--- config.mk ---
export PLATFORM = sky130hd
export DESIGN_NAME = dram_refresh_seq
export DESIGN_NICKNAME = d
export VERILOG_FILES = /design/src/rtl/rfsh_pkg.sv /design/src/rtl/rfsh_timers.sv /design/src/rtl/rfsh_owed_ctr.sv /design/src/rtl/rfsh_cbr_engine.sv /design/src/rtl/dram_refresh_seq.sv
export SDC_FILE = /design/constraint.sdc
export NUM_CORES = 1
export LEC_CHECK = 0
export BUFFER_PORTS_ARGS = -buffer_cell sky130_fd_sc_hd__clkbuf_2
export CORE_UTILIZATION = 45
export CTS_CLUSTER_DIAMETER = 60
export DETAILED_ROUTE_END_ITERATION = 8
export PLACE_DENSITY = 0.66
export REMOVE_ABC_BUFFERS = 1
export SLEW_MARGIN = 5
export SYNTH_ARGS = -nofsm -noshare
export SYNTH_HDL_FRONTEND = slang
export SYNTH_SLANG_ARGS = --single-unit
--- constraint.sdc ---
create_clock -name clk -period 2.7 [get_ports clk]
set_clock_uncertainty 0.05 [all_clocks]
set_input_delay 0.135 -clock clk [delete_from_list [all_inputs] [get_ports clk]]
set_output_delay 0.135 -clock clk [all_outputs]
set_load 0.05 [all_outputs]
--- src/rtl/rfsh_pkg.sv ---
package rfsh_pkg;
   typedef enum logic [1:0] {
      PH_IDLE   = 2'd0,
      PH_CSETUP = 2'd1,
      PH_RASLO  = 2'd2,
      PH_PRECH  = 2'd3
   } rfsh_phase_e;

   function automatic int max3(input int a, input int b, input int c);
      int m;
      m = (a > b) ? a : b;
      return (m > c) ? m : c;
   endfunction
endpackage

--- src/rtl/rfsh_timers.sv ---
module rfsh_timers #(
   parameter int PWRUP_CYC    = 40000,
   parameter int INTERVAL_CYC = 3125
) (
   input  logic clk,
   input  logic rst_n,
   input  logic ready,
   output logic pwr_done,
   output logic tick
);
   localparam int PW_W = $clog2(PWRUP_CYC + 1);
   localparam int IV_W = $clog2(INTERVAL_CYC + 1);

   logic [PW_W-1:0] pcnt;
   logic [IV_W-1:0] icnt;

   always_ff @(posedge clk or negedge rst_n) begin
      if (!rst_n) begin
         pcnt     <= '0;
         pwr_done <= 1'b0;
      end else if (!pwr_done) begin
         if (pcnt == PW_W'(PWRUP_CYC - 1)) pwr_done <= 1'b1;
         pcnt <= pcnt + 1'b1;
      end
   end

   assign tick = ready && (icnt == IV_W'(INTERVAL_CYC - 1));

   always_ff @(posedge clk or negedge rst_n) begin
      if (!rst_n)      icnt <= '0;
      else if (!ready) icnt <= '0;
      else if (tick)   icnt <= '0;
      else             icnt <= icnt + 1'b1;
   end


   tick_spacing_chk: assert property (@(posedge clk) disable iff (!rst_n)
      tick |=> !tick);
endmodule

--- src/rtl/rfsh_owed_ctr.sv ---
module rfsh_owed_ctr #(
   parameter int OWED_W     = 3,
   parameter int URGENT_LVL = 3
) (
   input  logic clk,
   input  logic rst_n,
   input  logic inc,
   input  logic dec,
   output logic owed_nz,
   output logic urgent
);
   localparam logic [OWED_W-1:0] OWED_MAX = {OWED_W{1'b1}};

   logic [OWED_W-1:0] owed;
   logic              dec_ok;
   logic              inc_ok;

   assign dec_ok  = dec && (owed != '0);
   assign inc_ok  = inc && (owed != OWED_MAX);
   assign owed_nz = (owed != '0);

   always_ff @(posedge clk or negedge rst_n) begin
      if (!rst_n)                 owed <= '0;
      else if (inc_ok && !dec_ok) owed <= owed + 1'b1;
      else if (dec_ok && !inc)    owed <= owed - 1'b1;
   end

   generate
      if (URGENT_LVL == 0) begin : g_no_urgent
         assign urgent = 1'b0;
      end else begin : g_urgent
         assign urgent = (owed >= OWED_W'(URGENT_LVL));
      end
   endgenerate


   no_overflow_chk: assert property (@(posedge clk) disable iff (!rst_n)
      (owed == OWED_MAX && inc && !dec) |=> owed == OWED_MAX);

   inc_dec_cancel_chk: assert property (@(posedge clk) disable iff (!rst_n)
      (inc && dec && owed != '0) |=> $stable(owed));

   count_up_chk: assert property (@(posedge clk) disable iff (!rst_n)
      (inc && !dec && owed != OWED_MAX) |=> owed == OWED_W'($past(owed) + 1'b1));
endmodule

--- src/rtl/rfsh_cbr_engine.sv ---
module rfsh_cbr_engine
   import rfsh_pkg::*;
#(
   parameter int CSR_CYC = 2,
   parameter int RAS_CYC = 12,
   parameter int RP_CYC  = 8
) (
   input  logic clk,
   input  logic rst_n,
   input  logic start,
   output logic busy,
   output logic done,
   output logic ras_n,
   output logic cas_n
);
   localparam int CW = $clog2(max3(CSR_CYC, RAS_CYC, RP_CYC) + 1);

   rfsh_phase_e     phase;
   logic [CW-1:0]   cnt;

   always_ff @(posedge clk or negedge rst_n) begin
      if (!rst_n) begin
         phase <= PH_IDLE;
         cnt   <= '0;
      end else begin
         unique case (phase)
            PH_IDLE: if (start) begin
               phase <= PH_CSETUP;
               cnt   <= CW'(CSR_CYC - 1);
            end
            PH_CSETUP: if (cnt == '0) begin
               phase <= PH_RASLO;
               cnt   <= CW'(RAS_CYC - 1);
            end else cnt <= cnt - 1'b1;
            PH_RASLO: if (cnt == '0) begin
               phase <= PH_PRECH;
               cnt   <= CW'(RP_CYC - 1);
            end else cnt <= cnt - 1'b1;
            PH_PRECH: if (cnt == '0) begin
               phase <= PH_IDLE;
            end else cnt <= cnt - 1'b1;
            default: phase <= PH_IDLE;
         endcase
      end
   end

   assign busy  = (phase != PH_IDLE);
   assign done  = (phase == PH_PRECH) && (cnt == '0);
   assign ras_n = (phase != PH_RASLO);
   assign cas_n = !((phase == PH_CSETUP) || (phase == PH_RASLO));

   logic [CW-1:0] ras_run;
   always_ff @(posedge clk or negedge rst_n) begin
      if (!rst_n)      ras_run <= '0;
      else if (!ras_n) ras_run <= ras_run + 1'b1;
      else             ras_run <= '0;
   end


   cas_before_ras_chk: assert property (@(posedge clk) disable iff (!rst_n)
      $fell(ras_n) |-> (!cas_n && $past(!cas_n)));

   cas_held_chk: assert property (@(posedge clk) disable iff (!rst_n)
      !ras_n |-> !cas_n);

   ras_width_chk: assert property (@(posedge clk) disable iff (!rst_n)
      $rose(ras_n) |-> ras_run == CW'(RAS_CYC));

   precharge_chk: assert property (@(posedge clk) disable iff (!rst_n)
      $rose(ras_n) |-> cas_n);
endmodule

--- src/rtl/dram_refresh_seq.sv ---
module dram_refresh_seq #(
   parameter int ADDR_W         = 11,
   parameter int PWRUP_CYC      = 40000,
   parameter int WARMUP_CNT     = 8,
   parameter int REF_PERIOD_CYC = 6400000,
   parameter int ROWS           = 2048,
   parameter int CSR_CYC        = 2,
   parameter int RAS_CYC        = 12,
   parameter int RP_CYC         = 8,
   parameter int OWED_W         = 3,
   parameter int URGENT_LVL     = 3
) (
   input  logic              clk,
   input  logic              rst_n,
   input  logic              bus_grant,
   output logic              bus_req,
   output logic              ready,
   output logic              urgent,
   output logic              own_bus,
   output logic              ras_n,
   output logic              cas_n,
   output logic              we_n,
   output logic              oe_n,
   output logic [ADDR_W-1:0] addr,
   output logic              dq_oe
);
   localparam int INTERVAL_CYC = REF_PERIOD_CYC / ROWS;
   localparam int CYCLE_LEN    = CSR_CYC + RAS_CYC + RP_CYC;
   localparam int WARM_W       = $clog2(WARMUP_CNT + 1);

   generate
      if (CSR_CYC < 1 || RAS_CYC < 1 || RP_CYC < 1) begin : g_bad_phase
         $error("refresh phase lengths must be at least one cycle");
      end
      if (WARMUP_CNT < 1 || PWRUP_CYC < 1) begin : g_bad_warm
         $error("power-up pause and warm-up count must be positive");
      end
      if (INTERVAL_CYC <= CYCLE_LEN) begin : g_bad_interval
         $error("refresh interval must exceed one refresh cycle");
      end
      if (URGENT_LVL > (2 ** OWED_W) - 1) begin : g_bad_urgent
         $error("urgent threshold does not fit the owed counter");
      end
   endgenerate

   logic              pwr_done;
   logic              tick;
   logic              busy;
   logic              done;
   logic              start;
   logic              owed_nz;
   logic [WARM_W-1:0] warm_cnt;

   assign ready   = (warm_cnt == WARM_W'(WARMUP_CNT));
   assign bus_req = ready && owed_nz && !busy;
   assign start   = !busy && ((pwr_done && !ready) || (bus_req && bus_grant));

   always_ff @(posedge clk or negedge rst_n) begin
      if (!rst_n)              warm_cnt <= '0;
      else if (done && !ready) warm_cnt <= warm_cnt + 1'b1;
   end

   rfsh_timers #(
      .PWRUP_CYC    (PWRUP_CYC),
      .INTERVAL_CYC (INTERVAL_CYC)
   ) u_tmr (
      .clk      (clk),
      .rst_n    (rst_n),
      .ready    (ready),
      .pwr_done (pwr_done),
      .tick     (tick)
   );

   rfsh_owed_ctr #(
      .OWED_W     (OWED_W),
      .URGENT_LVL (URGENT_LVL)
   ) u_owed (
      .clk     (clk),
      .rst_n   (rst_n),
      .inc     (tick),
      .dec     (done && ready),
      .owed_nz (owed_nz),
      .urgent  (urgent)
   );

   rfsh_cbr_engine #(
      .CSR_CYC (CSR_CYC),
      .RAS_CYC (RAS_CYC),
      .RP_CYC  (RP_CYC)
   ) u_cbr (
      .clk   (clk),
      .rst_n (rst_n),
      .start (start),
      .busy  (busy),
      .done  (done),
      .ras_n (ras_n),
      .cas_n (cas_n)
   );

   assign own_bus = busy;
   assign we_n    = 1'b1;
   assign oe_n    = 1'b1;
   assign addr    = '0;
   assign dq_oe   = 1'b0;


   no_req_before_ready_chk: assert property (@(posedge clk) disable iff (!rst_n)
      !ready |-> !bus_req);

   start_on_grant_chk: assert property (@(posedge clk) disable iff (!rst_n)
      (bus_req && bus_grant) |=> (own_bus && !cas_n && ras_n));

   grant_ignored_chk: assert property (@(posedge clk) disable iff (!rst_n)
      (ready && !bus_req && !own_bus) |=> !own_bus);

   urgent_served_chk: assert property (@(posedge clk) disable iff (!rst_n)
      urgent |-> (bus_req || own_bus));

   we_high_chk: assert property (@(posedge clk) disable iff (!rst_n)
      own_bus |-> (we_n && oe_n));
endmodule

==> results of run 1 <==
[cell usage in the layout (no fill, tap or decap), types with 5 or more instances in the layout]
cell type / instances
nor3_1: 8
nor2_1: 23
clkbuf_8: 5
nand3_1: 11
xor2_1: 11
nand2_1: 19
o21ai_0: 7
inv_1: 15
conb_1: 14
ha_1: 11
clkbuf_2: 8
a21oi_1: 7
nand4_1: 6
buf_4: 9
xnor2_1: 18
dfrtp_1: 42
[sequential cells by signal, indices dropped and copies added, names as in the netlist]
name	count
u_cbr.cnt	4
u_cbr.phase	2
u_owed.owed	3
u_tmr.icnt	12
u_tmr.pcnt	16
u_tmr.pwr_done	1
warm_cnt	4
[layout make-up]
class | count | area [um2] | area share (%)
tap | 70 | 87.58 | 3.300
clock inverter | 2 | 37.54 | 1.414
inverter | 15 | 56.30 | 2.122
clock buffer | 6 | 72.57 | 2.735
multi-input combinational | 182 | 1231 | 46.39
timing repair buffer | 18 | 117.6 | 4.432
sequential | 42 | 1051 | 39.60
[through the flow]
step	worst slack [ns]	util (%)	instance area, um2	setup TNS, ns	total power (uW)
after global placement	0.1579	48.95	2516	0	697.3
after global routing	0.004782	51.63	2654	0	1229
after CTS	0.07141	51.29	2636	0	1198
after floorplan	-0.1394	-	2321	-0.1659	683.1
after detailed placement	0.09274	48.95	2516	0	697.4
final	0.1312	51.63	2654	0	1179
[worst register-to-register path, stage by stage, from the launching register on]
cell,delay [ns]
dfrtp_1,0.39
inv_1,0.07
ha_1,0.25
and4bb_1,0.22
and3_1,0.18
a311o_2,0.31
fa_1,0.49
mux2_2,0.29
nor2_1,0.11
nor3_1,0.07
[metal layers]
layer	track usage (%)	routed length, um	share of wire, %	vias up
met5	0	0	0	-
met4	5.967	61	1.5	0
met3	5.355	137	3.4	8
met2	24.92	1784	45	27
met1	20.51	2004	50	796
li1	-	-	-	848
[worst max path at each step]
stage          slack (ns)                          to  cells after the start                startpoint
3_3_place_gp         0.16  u_owed.owed[1]$_DFFE_PN0P_                      7   u_tmr.icnt[8]$_DFF_PN0_
3_5_place_dp         0.09  u_owed.owed[1]$_DFFE_PN0P_                      7   u_tmr.icnt[8]$_DFF_PN0_
6_report             0.13  u_owed.owed[1]$_DFFE_PN0P_                      9  u_cbr.cnt[0]$_DFFE_PN0P_
2_1_floorplan       -0.14  u_owed.owed[1]$_DFFE_PN0P_                      9   warm_cnt[0]$_DFFE_PN0P_
5_1_grt             0.005  u_owed.owed[1]$_DFFE_PN0P_                      7   u_tmr.icnt[9]$_DFF_PN0_
4_1_cts              0.07  u_owed.owed[1]$_DFFE_PN0P_                      7   u_tmr.icnt[8]$_DFF_PN0_
[where the power goes]
| group | switching [uW] | internal, uW |
|---|---|---|
| registers | 0 | 628 |
| logic | 54.5 | 1.92 |
| clock network | 219 | 276 |
[repair_timing]
action	CTS	global route
gates resized for setup	0	4
endpoints found under the setup margin	0	2
setup buffers	0	0
hold endpoints to repair	2	0
hold buffers	1	0
[cell families after synthesis]
group,after synthesis,synth area share (%)
buffers and inverters,34,8.130
other,2,0.3108
AOI/OAI and AO/OA,26,7.509
muxes,5,2.227
DFF,42,43.50
adders and majority gates,12,6.525
xor gates and xnor gates,29,10.51
and+or+nand+nor,96,21.29
==> results.tsv, run 1 <==
stage	metric	value	unit
drt	drt_iter0_drc	55	
clock_network	cts_buffers	5	
setup_path	cp_max_fo	5	
finish	nNetsFinal	279	
floorplanning	coreArea	5140	um2
finish	layout-drive-gt1-share	14.72	%
setup_path	cp.buffers_inverters	1	
setup_path	cp-start-kind	flop	
setup_path	r2r_start	u_cbr.cnt[0]$_DFFE_PN0P_	
run_status	outcome	complete, no violations	
yosys	synth_warnings	0	
floorplanning	design.die.area	5666	um2
run	cap_violations	0	
sta	hold_ws	0.1579	ns
setup_path	worstPathArrival	2.69	ns
yosys	yosys-top-cells-count	42 x dfrtp_1, 23 x nor2_1, 19 x nand2_1, 18 x xnor2_1, 15 x inv_1	
pwr	power_density	444.4	nW/um2
floorplanning	die_y	75.28	um
setup_path	cp.required	2.82	ns
setup_path	rrSetupSlack	0.13	ns
sta	rsz0062_at_grt	false	
finish	area_growth	9.840	%
drt	drtAntennaViolNets	0	
sta	slew_headroom	31.91	%
clock_network	clk_latency	0.30	ns
drt	vias	1679	
setup_path	setup.worst_path.class	flop to flop	
drt	wl_per_cell	11.90	um
min_path	hold_end	u_cbr.cnt[3]$_DFFE_PN0P_	
sta	finalMaxSlewViolations	0	
yosys	synth_top_area_share	43.50	%
yosys	synth_edf_count	0	
placement	dp_hpwl	2.832	mm
placement	portBuffers	8	
setup_path	regToRegEndpoint	u_owed.owed[1]$_DFFE_PN0P_	
setup_path	r2r_cells	9	
yosys	synth_area_per_cell	9.821	um2
clock_network	cts_buffer_depth	2	
drt	wl	3.988	mm
yosys	seq_area_frac_synth	43.50	%
global_route	grt_pass1_vias	1572	
placement	gp_congestion	0.8070	
drt	vias_per_cell	5.012	
min_path	min-delay-start	bus_grant	
clock_network	clkSinkCount	42	
yosys	synth_cells	246	
sta	max_freq	0.3893	GHz
pwr	leakagePower	0.001182	uW
floorplanning	fp-row-count	26	
min_path	holdCritPathClass	input pin to flop	
clock_network	cts_max_level	2	
yosys	synth.most_common_cell	dfrtp_1	
clock_network	clk_pin_slew	0.08	ns
global_route	grt_max_degree	43	
yosys	async_reset_ff_share	100.0	%
sta	setup_viol	0	
finish	n_fill_cell	482	
setup_path	crit_slowest_cell	fa_1	
floorplanning	die_x	75.28	um
clock_network	cts_tree	built	
yosys	synth_area	2416	um2
setup_path	end_kind	flop	
sta	finalCritPeriodShare	95.14	%
yosys	yosys-top-cells-area	dfrtp_1 44%, xnor2_1 6.5%, ha_1 5.7%	
setup_path	cp_top_family	adder cells	
yosys	ys_ff_latch	42	
sta	worst_slew_pin_slew	1.021	ns
drt	dr.pass1.iters	4	
finish	antenna_cells	0	
floorplanning	num_io_pins	23	
sta	hold_viol	0	
floorplanning	initial_core_util	47.01	%
setup_path	cp_cell_sequence	inv_1 > ha_1 > and4bb_1 > and3_1 > a311o_2 > fa_1 > mux2_2 > nor2_1 > nor3_1	
global_route	grt_pass1_wl	6.699	mm
yosys	synth-main-ff-cell	dfrtp_1	
min_path	hold_depth	4	
yosys	ys_types	49	
global_route	antenna_found_initial	0	
placement	place_inst	326	
setup_path	crit_path_max_incr_delay	0.49	ns
global_route	grt_overflow	0	
finish	final_cells	335	
pwr	ir_drop	0.2603	mV
yosys	yosysTopAreaCell	dfrtp_1	
clock_network	root_buffer	clkbuf_8	
global_route	grtUsageTotal	15.90	%
drt	drcViolationCount	0	
sta	period_needed	2.569	ns
(Power assumes the default switching activity.)
==> run 2, diff against run 1 <==
Settings changed: CORE_MARGIN set to 2.
==> run 2 against run 1 <==
Net effect: the flow now finishes with violations (hold timing); register-to-register slack about the same; utilization down 0.95 points; setup slack improved by 0.0096 ns; count of clock-buffer cells in the layout fell by 1; global-route usage fell by 1.3 points; routed wire length rose by 1.7%; critical path type unchanged.
==> results.tsv, run 2 (synthesis results as in run 1) <==
stage	metric	value	unit
drt	wl_per_cell	12.21	um
finish	layout_commonest_cell	dfrtp_1	
pwr	pwr-share-seq	58.8	%
drt	wl	4.055	mm
finish	multi_input_area	1231	um2
finish	regArea	1051	um2
pwr	ir_drop	0.1721	mV
finish	final_cell_mix	42 x dfrtp_1, 23 x nor2_1, 19 x nand2_1	
sta	slew_headroom	30.47	%
floorplanning	fp-row-count	26	
placement	portBuffers	8	
run_status	outcome	complete, but fails checks	
finish	layout-drive-gt1-share	14.50	%
drt	vias_per_cell	4.955	
placement	gp_congestion	0.8409	
floorplanning	die_x	77.28	um
floorplanning	die_y	77.28	um
sta	finalCritPeriodShare	94.78	%
floorplanning	design.die.area	5971	um2
clock_network	clk_pin_slew	0.08	ns
pwr	p_comb_share	5.2	%
clock_network	cts_max_level	2	
finish	antenna_cells	0	
finish	nNetsFinal	277	
clock_network	cts_tree	built	
run_status	violations	hold timing	
global_route	grt_pass1_vias	1576	
clock_network	root_buffer	clkbuf_8	
clock_network	postCtsSetupRepairBufs	0	
global_route	antenna_found_initial	0	
clock_network	cts_resized	0	
sta	worst_slew_pin_slew	1.043	ns
drt	drcViolationCount	0	
global_route	grt_overflow	0	
min_path	holdCritPathClass	input pin to asynchronous set/reset pin	
sta	finalMaxSlewViolations	0	
global_route	grt_max_degree	43	
drt	drt_iter0_drc	46	
sta	max_freq	0.3907	GHz
drt	vias	1645	
finish	n_fill_cell	521	
clock_network	cts_hold_buf	0	
global_route	grtUsageTotal	14.58	%
floorplanning	num_io_pins	23	
placement	dp_hpwl	2.873	mm
sta	period_needed	2.559	ns
clock_network	cts_buffer_depth	2	
finish	top_register	u_tmr.pcnt	
sta	hold_ws	-0.03058	ns
floorplanning	coreArea	5140	um2
pwr	pwr-share-clk	36.0	%
pwr	swShare	24.85	%
setup_path	worstPathArrival	2.68	ns
pwr	power_density	410.2	nW/um2
pwr	p_int	803.1	uW
sta	hold_viol	42	
setup_path	cp.required	2.82	ns
finish	final_util	50.68	%
finish	largest_register_ffs	16	
run	cap_violations	0	
placement	place_inst	325	
clock_network	cts_buffers	5	
setup_path	cp_max_fo	6	
setup_path	end_kind	flop	
finish	final_cells	332	
pwr	leakagePower	0.001160	uW
setup_path	cp-start-kind	flop	
finish	reg.largest.list	u_tmr.pcnt (16), u_tmr.icnt (12)	
finish	area_growth	7.820	%
clock_network	clk_latency	0.29	ns
sta	setup_viol	0	
setup_path	setup.worst_path.class	flop to flop	
drt	dr.pass1.iters	4	
global_route	grt_pass1_wl	7.003	mm
floorplanning	initial_core_util	47.01	%
clock_network	clkSinkCount	42	
drt	drtAntennaViolNets	0	
pwr	power_switching	265.5	uW
## run 2: power by group through the flow
stage | clock network (uW) | logic (uW) | registers [uW]
2_1_floorplan | 0 | 42.0 | 641
3_3_place_gp | 0 | 56.3 | 641
3_5_place_dp | 0 | 56.5 | 641
4_1_cts | 397 | 56.4 | 628
5_1_grt | 417 | 59.5 | 628
6_report | 385 | 55.6 | 628
## run 2: layout make-up
class	instances	area share, %
Timing Repair Buffer	16	3.842
Inverter	15	2.161
Clock inverter	2	0.3842
Multi-Input combinational cell	182	47.26
Tap cell	70	3.362
Sequential cell	42	40.35
Clock buffer	5	2.642
## run 2: worst paths after layout
check                                     startpoint                          to  slack [ns]  cells after the start
setup / recovery             u_tmr.icnt[6]$_DFF_PN0_  u_owed.owed[1]$_DFFE_PN0P_        0.14                      8
hold / removal                                 rst_n     u_tmr.icnt[0]$_DFF_PN0_       -0.03                      1
setup reg to reg             u_tmr.icnt[6]$_DFF_PN0_  u_owed.owed[1]$_DFFE_PN0P_        0.14                      8
hold reg to reg            u_tmr.pcnt[5]$_DFFE_PN0N_   u_tmr.pcnt[5]$_DFFE_PN0N_        0.42                      1
max in group asynchronous                      rst_n   u_tmr.pcnt[5]$_DFFE_PN0N_        1.99                      1
min in group clk                           bus_grant    u_cbr.cnt[3]$_DFFE_PN0P_        0.18                      4
## run 2: metrics by stage
stage          total power [uW]  hold slack, ns  setup slack (ns)  instance area (um2)  setup TNS [ns]
2_1_floorplan             683.1         -0.2106           -0.1394                 2321         -0.1659
3_3_place_gp              697.2          0.3239            0.1621                 2509               0
4_1_cts                    1082        0.009959           0.05327                 2587               0
5_1_grt                    1105         0.06033         -0.009933                 2605       -0.009933
6_report                   1069        -0.03058            0.1408                 2605               0
3_5_place_dp              697.4          0.3308           0.05502                 2509               0
## run 2: worst max-delay path: stages (launching register included)
cell     delay [ns]
dfrtp_1        0.45
nor3b_1        0.30
and2_1         0.19
nand3_1        0.12
a311o_2        0.38
fa_1           0.49
mux2_2         0.28
nor2_1         0.12
nor3_2         0.06
## run 2: per-layer routing
layer / vias to the layer above / track usage [%] / share of wire, %
li1: 838 / - / -
met1: 783 / 19.67 / 49
met2: 17 / 22.96 / 47
met3: 7 / 3.294 / 2.6
met4: 0 / 5.357 / 1.4
met5: - / 0 / 0
==> run 3, diff against run 2 <==
Settings changed: PLACE_DENSITY 0.66 to not set.
Clock period 2.7 ns to 2.4 ns, I/O delays scaled along.
==> run 3 against run 2 <==
Net effect: the run now ends clean; combinational power rose by 20%; global-route usage rose by 2.0 points; flip-flop and latch count did not move; routed wire length rose by 6.8%; clock power rose by 24%; register-to-register slack got worse by 0.14 ns; die area did not move; fmax rose by 6.7%; sequential share of layout area fell by 3.9 points; via count rose by 9.1%; largest power group unchanged.
==> results.tsv, run 3 (synthesis results as in run 1) <==
stage	metric	value	unit
pwr	leakagePower	0.001318	uW
clock_network	root_buffer	clkbuf_8	
run	cap_violations	0	
clock_network	cts_max_level	2	
setup_path	setup.worst_path.class	flop to flop	
global_route	grtUsageTotal	16.57	%
sta	rsz0062_at_grt	true	
setup_path	end_kind	flop	
setup_path	cp.buffers_inverters	0	
floorplanning	num_io_pins	23	
global_route	grt_pass1_vias	1761	
sta	hold_viol	0	
pwr	power_density	435.0	nW/um2
global_route	grt_max_degree	17	
setup_path	crit_slowest_cell	fa_2	
setup_path	cp_max_fo	3	
setup_path	cp.required	2.53	ns
setup_path	rrSetupSlack	0.002	ns
floorplanning	coreArea	5140	um2
global_route	grt_pass1_wl	7.838	mm
sta	max_freq	0.4169	GHz
finish	area_growth	19.21	%
finish	multi_input_area	1270	um2
clock_network	clk_pin_slew	0.08	ns
clock_network	clkSinkCount	42	
finish	final_util	56.04	%
placement	gp_congestion	0.8333	
drt	vias	1794	
run_status	outcome	complete, no violations	
placement	dp_hpwl	3.241	mm
drt	drtAntennaViolNets	0	
clock_network	cts_tree	built	
drt	dr.pass1.iters	4	
setup_path	cp_cell_sequence	or3_4 > and3_4 > a311o_2 > fa_2 > mux2_4 > nor2_4 > nor3_2	
clock_network	cts_buffers	5	
setup_path	crit_path_max_incr_delay	0.45	ns
sta	setup_viol	0	
finish	n_fill_cell	511	
finish	final_cell_mix	42 x dfrtp_1, 36 x buf_4, 22 x nor2_1	
sta	finalCritPeriodShare	99.93	%
floorplanning	fp-row-count	26	
min_path	holdCritPathClass	input pin to asynchronous set/reset pin	
drt	drt_iter0_drc	58	
pwr	power	1253	uW
drt	vias_per_cell	4.956	
finish	layout_commonest_cell	dfrtp_1	
floorplanning	design.die.area	5971	um2
finish	reg.largest.list	u_tmr.pcnt (16), u_tmr.icnt (12)	
sta	setup_tns	0	ns
placement	portBuffers	8	
clock_network	clk_latency	0.30	ns
sta	finalMaxSlewViolations	0	
setup_path	cp-start-kind	flop	
global_route	antenna_found_initial	0	
drt	wl_per_cell	11.96	um
finish	layout-drive-gt1-share	25.68	%
setup_path	worstPathArrival	2.53	ns
floorplanning	die_y	77.28	um
finish	regArea	1051	um2
global_route	grt_overflow	0	
finish	nNetsFinal	306	
floorplanning	initial_core_util	47.01	%
drt	drcViolationCount	0	
finish	top_register	u_tmr.pcnt	
setup_path	cp_top_family	simple AND/OR/NAND/NOR gates	
pwr	ir_drop	0.2759	mV
floorplanning	die_x	77.28	um
clock_network	cts_buffer_depth	2	
finish	antenna_cells	0	
finish	largest_register_ffs	16	
drt	wl	4.330	mm
sta	period_needed	2.398	ns
==> run 3: worst reg2reg max path, cell delays in order, from the launching register on <==
cell and delay [ns]:
dfrtp_1 0.39, or3_4 0.40, and3_4 0.19, a311o_2 0.36, fa_2 0.45, mux2_4 0.29, nor2_4 0.11, nor3_2 0.05
==> run 3: area by class of cell <==
type / instances / share of cell area [%]
Clock buffer: 6 / 2.867
Clock inverter: 2 / 0.4344
Inverter: 15 / 1.955
Multi-Input combinational cell: 182 / 44.09
Sequential cell: 42 / 36.49
Tap cell: 70 / 3.041
Timing Repair Buffer: 45 / 11.12
==> run 3: per-layer routing <==
layer | GRT usage (%) | vias up | wire length, um
met3 | 3.882 | 10 | 113
met1 | 21.61 | 869 | 2067
met2 | 26.43 | 18 | 2050
met4 | 6.964 | 0 | 99
li1 | - | 897 | -
met5 | 0 | - | 0
==> run 3: report_power, final <==
group	internal (uW)	total, uW	switching (uW)
Combinational	4.32	66.8	62.5
Clock	231	479	248
Sequential	707	707	0
Total	943	1250	310
==> run 3: timing repair <==
action                     4_1_cts  5_1_grt
gates resized for setup         10        4
hold buffers                     1        0
pin swaps                        6        4
hold endpoints to repair        10        0
buffers inserted                 3        1
setup endpoints to repair        2        2
==> run 3: final timing paths <==
check,start,endpoint,cells past startpoint
max,u_owed.owed[0]$_DFFE_PN0P_,u_owed.owed[1]$_DFFE_PN0P_,7
min,rst_n,u_owed.owed[2]$_DFFE_PN0P_,2
max reg2reg,u_owed.owed[0]$_DFFE_PN0P_,u_owed.owed[1]$_DFFE_PN0P_,7
min reg2reg,u_tmr.pcnt[5]$_DFFE_PN0N_,u_tmr.pcnt[5]$_DFFE_PN0N_,1
max in group asynchronous,rst_n,u_tmr.icnt[7]$_DFF_PN0_,3
min in group clk,bus_grant,u_cbr.cnt[3]$_DFFE_PN0P_,5
==> run 3: per-stage QoR <==
| stage | instance area [um2] | setup WS, ns | instances | hold slack, ns |
|---|---|---|---|---|
| finish | 2880 | 0.001585 | 362 | 0.1959 |
| global route | 2880 | -0.1032 | 362 | 0.2007 |
| CTS | 2855 | -0.02378 | 361 | 0.2024 |
| detailed placement | 2689 | -0.1515 | 349 | -0.01477 |
| global placement | 2689 | -0.1239 | 349 | -0.02381 |
| floorplan | 2321 | -0.4394 | 239 | -0.2256 |
